<file path="config.mk">
export PLATFORM = sky130hd
export DESIGN_NAME = pipe_byte_aligner
export DESIGN_NICKNAME = d
export VERILOG_FILES = /design/src/rtl/pipe_byte_aligner.sv
export SDC_FILE = /design/constraint.sdc
export NUM_CORES = 1
export LEC_CHECK = 0
export BUFFER_PORTS_ARGS = -buffer_cell sky130_fd_sc_hd__buf_2
export CAP_MARGIN = 30
export CORE_MARGIN = 3
export CORE_UTILIZATION = 54
export DETAILED_ROUTE_END_ITERATION = 16
export GPL_ROUTABILITY_DRIVEN = 0
export PLACE_DENSITY = 0.74
export SYNTH_ARGS = -nofsm -noshare
export SYNTH_HDL_FRONTEND = slang
export SYNTH_SLANG_ARGS = --single-unit
</file>
<file path="constraint.sdc">
create_clock -name clk -period 1.9 [get_ports clk]
set_clock_uncertainty 0.15 [all_clocks]
set_input_delay 0.19 -clock clk [delete_from_list [all_inputs] [get_ports clk]]
set_output_delay 0.19 -clock clk [all_outputs]
set_load 0.05 [all_outputs]
</file>
<file path="src/rtl/pipe_byte_aligner.sv">
module pipe_byte_aligner #(
  parameter int SW = 8,
  parameter logic [SW-1:0] COM = 8'hBC,
  parameter logic [SW-1:0] SKP = 8'h1C
) (
  input  logic            clk,
  input  logic            rst,
  input  logic [2*SW-1:0] in_data,
  input  logic [1:0]      in_k,
  input  logic            in_valid,
  output logic [2*SW-1:0] out_data,
  output logic [1:0]      out_k,
  output logic            out_valid,
  output logic            locked,
  output logic            phase_chg,
  output logic            out_slip
);
  localparam int DW = 2 * SW;

  logic [DW-1:0] p_d;
  logic [1:0]    p_k;
  logic [SW-1:0] pp_hi;
  logic          pp_hi_k;
  logic          phase, used, pend, slip_pend;

  wire det_a = in_valid && p_k == 2'b11 && p_d == {SKP, COM}
               && in_k == 2'b11 && in_data == {SKP, SKP};
  wire det_c = in_valid && pp_hi_k && pp_hi == COM && p_k == 2'b11
               && p_d == {SKP, SKP} && in_k[0] && in_data[SW-1:0] == SKP;
  wire det = det_a || det_c;

  always_ff @(posedge clk) begin
    if (rst) begin
      p_d <= '0; p_k <= '0; pp_hi <= '0; pp_hi_k <= 1'b0;
      phase <= 1'b0; used <= 1'b0; pend <= 1'b0; slip_pend <= 1'b0;
      locked <= 1'b0; phase_chg <= 1'b0; out_valid <= 1'b0; out_slip <= 1'b0;
      out_data <= '0; out_k <= '0;
    end else begin
      phase_chg <= 1'b0;
      out_valid <= 1'b0;
      out_slip  <= 1'b0;
      if (in_valid) begin
        pp_hi   <= p_d[DW-1:SW];
        pp_hi_k <= p_k[1];
        p_d     <= in_data;
        p_k     <= in_k;
      end
      if (det) begin
        if (!locked) begin
          locked <= 1'b1;
          phase  <= det_c;
          used   <= det_c;
          pend   <= 1'b0;
        end else if (det_c == phase) begin
          pend <= 1'b0;
        end else if (pend) begin
          phase     <= det_c;
          pend      <= 1'b0;
          phase_chg <= 1'b1;
        end else begin
          pend <= 1'b1;
        end
      end
      if (in_valid && locked) begin
        if (phase && !used) begin
          used      <= 1'b1;
          slip_pend <= 1'b1;
        end else if (!phase && used) begin
          used      <= 1'b0;
          out_valid <= 1'b1;
          out_data  <= in_data;
          out_k     <= in_k;
          out_slip  <= 1'b1;
          slip_pend <= 1'b0;
        end else begin
          out_valid <= 1'b1;
          out_data  <= phase ? {in_data[SW-1:0], p_d[DW-1:SW]} : in_data;
          out_k     <= phase ? {in_k[0], p_k[1]} : in_k;
          out_slip  <= slip_pend;
          slip_pend <= 1'b0;
        end
      end
    end
  end

  a_r2_valid_needs_lock: assert property (@(posedge clk) disable iff (rst)
    out_valid |-> locked);
  a_r7_chg_one_cycle: assert property (@(posedge clk) disable iff (rst)
    phase_chg |=> !phase_chg);
  a_r6_chg_after_pending: assert property (@(posedge clk) disable iff (rst)
    phase_chg |-> $past(pend) && locked);
  a_r8_slip_with_word: assert property (@(posedge clk) disable iff (rst)
    out_slip |-> out_valid);
  a_r10_idle_no_output: assert property (@(posedge clk) disable iff (rst)
    !in_valid |=> !out_valid);
  a_r11_reset_clears: assert property (@(posedge clk)
    rst |=> !locked && !out_valid && !phase_chg);
endmodule

</file>
==> results.py <==
metrics = {
    "logic_synthesis": {
        "synthAdderAreaFrac_pct": 0,
        "ys_seq_area_share_pct": 48.3,
        "syn-cell-area_um2": 2200,
        "synth_seq_cells": 53,
        "synthXorXnorAreaFrac_pct": 0,
        "synthSimpleGateAreaFrac_pct": 17.6,
        "muxShareOfSynthArea_pct": 21.0,
        "synth_compound_area_share_pct": 9.57,
        "synth_cells": 222,
        "synthDistinctLibCells": 29,
        "avgSynthCellArea_um2": 9.90,
        "syn_nets": 243,
        "synth_top_family_by_area": "multiplexers",
        "yosys.area.top_type": "dfxtp_1",
        "ys_top_cells_by_area": "dfxtp_1, mux2i_1, nor2_1",
        "synth_top_cell_area_share_pct": 48.3,
        "synth_warnings": 0,
    },
    "routing": {
        "via_count": 1740,
        "drtAntennaViolNets": 0,
        "viasPerCell": 5.59,
        "drt-total-wl_mm": 4.96,
        "drc": 0,
        "routedWlPerCell_um": 15.9,
        "drtIter0Drc": 150,
        "drt-pass1-iter-count": 4,
    },
    "critical_path": {
        "critical_path.cell_chain": "nor4bb_2 > nand4_1 > a211o_1 > a32o_1",
        "r2r-end": "pend",
        "rr_worst_depth": 4,
        "slowest_stage": "nor4bb_2",
        "critPathCapture": "pend",
        "critical-path-top-delay-family": "simple AND/OR/NAND/NOR gates",
        "crit_cells": 4,
        "cp.buffers_inverters": 0,
        "crit-reg2reg-launch": "p_d[5]",
        "ff2ff_setup_slack_ps": 120,
        "startpoint": "p_d[5]",
        "cp-end-kind": "flip-flop",
        "path_max_fanout": 4,
        "slowest_delay_ps": 370,
        "arrival_ps": 1820,
        "required_ps": 1940,
        "critical_path_class": "reg -> reg",
        "start_kind": "flip-flop",
    },
    "place": {
        "placed_area_um2": 2480,
        "dp_hpwl_mm": 3.60,
        "port_buffers": 42,
    },
    "layout": {
        "drive_above_1_share_pct": 26.2,
        "nFillCells": 297,
        "diodes": 0,
        "syn_to_final_growth_pct": 21.1,
        "fin_nets": 283,
        "fin_area_um2": 2660,
        "layout_common_cells": "dfxtp_1, nor2_1, mux2i_1, buf_2, a211oi_1",
        "final_common_cell": "dfxtp_1",
    },
    "sta": {
        "post-route-min-period_ps": 1780,
        "fmax_mhz": 563,
        "max_slew.worst_pin.slew_ps": 460,
        "hold_slack_ps": 17.7,
        "slew_headroom_pct": 69.4,
        "hold_viol": 0,
        "drv_slew": 0,
        "setup_violations": 0,
        "fin_crit_sh_pct": 93.6,
    },
    "pwr": {
        "p_leak_nw": 1.09,
        "power_per_cell_area_nw_per_um2": 792,
        "max-vdd-ir-drop_v": 0.000639,
    },
    "run_status": {
        "status": "completed",
    },
    "floorplanning": {
        "design.core.area_um2": 3800,
        "io-pin-count": 43,
        "die_x_um": 69.8,
        "num_rows": 22,
        "start_util_pct": 57.8,
        "die-area_um2": 4870,
        "die_y_um": 69.8,
    },
    "global_route": {
        "grt_pass1_vias": 1663,
        "grt_use_total_pct": 20.9,
        "grt_pass1_wl_mm": 8.26,
        "grt_max_degree": 39,
        "antenna_found_initial": 0,
        "grt_remaining_overflow": 0,
    },
    "clocking": {
        "cts_root_buf": "clkbuf_8",
        "clk_path_buf_depth": 2,
        "worstSkewPairLatency_ps": 300,
        "path_clk_slew_ps": 100,
        "numClockSinks": 53,
        "tritoncts": "yes",
        "cts.htree.levels": 2,
        "numCtsBuffers": 5,
    },
    "worst_hold_path": {
        "min_path_type": "in -> reg",
        "min_from": "in_data[11]",
    },
    "job": {
        "max_cap_viol_count": 0,
    },
}
==> state kept, by name, summed over array words and instances, names as in the netlist <==
register   cells
out_data      16
slip_pend      1
phase_chg      1
out_k          2
pp_hi_k        1
out_slip       1
locked         1
pp_hi          8
p_k            2
used           1
p_d           16
phase          1
pend           1
out_valid      1
==> synthesized netlist by cell type (all sizes together) <==
library cell / count
and4b: 2
a211o: 1
mux2i: 46
a32o: 1
a211oi: 18
dfxtp: 53
and4: 2
or4: 2
nor4b: 2
nand3: 1
buf: 7
nand4: 3
o21a: 1
and4bb: 1
nand2: 3
nor2b: 3
inv: 2
clkbuf: 10
nor3: 2
o41ai: 1
nor4bb: 4
a21oi: 4
nor2: 50
o311ai: 1
o21ai: 1
a31oi: 1
==> report_power, final <==
part	switching [W]	leakage (nW)	internal [W]
clock network	0.000356	0.0574	0.000428
registers	0.0000229	0.431	0.00114
logic	0.0000877	0.599	0.0000732
==> repair_timing <==
item,4_1_cts,5_1_grt
endpoints found under the setup margin,0,3
gates resized for setup,0,9
setup buffers,0,1
hold buffers,0,0
==> per-layer routing <==
layer / part of all wire [%] / track usage [%] / vias up
met4: 0.81 / 5.11 / 0
li1: - / - / 879
met1: 48 / 30.7 / 809
met3: 6.4 / 4.49 / 4
met5: 0 / 0 / -
met2: 44 / 31.1 / 48
==> final cells by class <==
type | count | area (um2) | area share [%]
Clock inverter | 2 | 37.5 | 1.41
Multi-Input combinational cell | 150 | 1120 | 41.9
Timing Repair Buffer | 50 | 295 | 11.1
Clock buffer | 6 | 82.6 | 3.10
Inverter | 2 | 7.51 | 0.282
Tap cell | 48 | 60.1 | 2.26
Sequential cell | 53 | 1060 | 39.9
==> worst reg2reg max path: cells and delay by family, from the launching register on <==
kind / cells / cell delay [ps]
flip-flops: 1 / 340
AO/OA/AOI/OAI: 2 / 540
AND/OR/NAND/NOR: 2 / 630
==> metrics by stage <==
stage	power (W)	std cells	setup WS (ps)	utilization, %	TNS (ps)
after global placement	0.00134	302	82.9	65.2	0
after global routing	0.00219	311	-1.96	70.1	-1.96
after floorplan	0.00127	222	122	-	0
after CTS	0.00211	310	59.4	68.4	0
after detailed placement	0.00134	302	103	65.2	0
final	0.00211	311	122	70.1	0
==> cell families (layout without fill, tap and decap cells) <==
| group | count (synthesis) | count (layout) |
|---|---|---|
| compound gates | 29 | 29 |
| buf+inv | 19 | 60 |
| flops | 53 | 53 |
| mux | 46 | 46 |
| simple gates | 75 | 75 |
==> how the worst min path moves through the flow <==
| stage | depth (start not counted) | endpoint |
|---|---|---|
| 2_1_floorplan | 2 | p_d[4] |
| 3_3_place_gp | 2 | pp_hi[3] |
| 3_5_place_dp | 1 | out_slip |
| 4_1_cts | 3 | p_d[15] |
| 5_1_grt | 3 | p_d[14] |
| 6_report | 3 | p_d[11] |
Note: power is estimated with default switching activity, not from simulation.
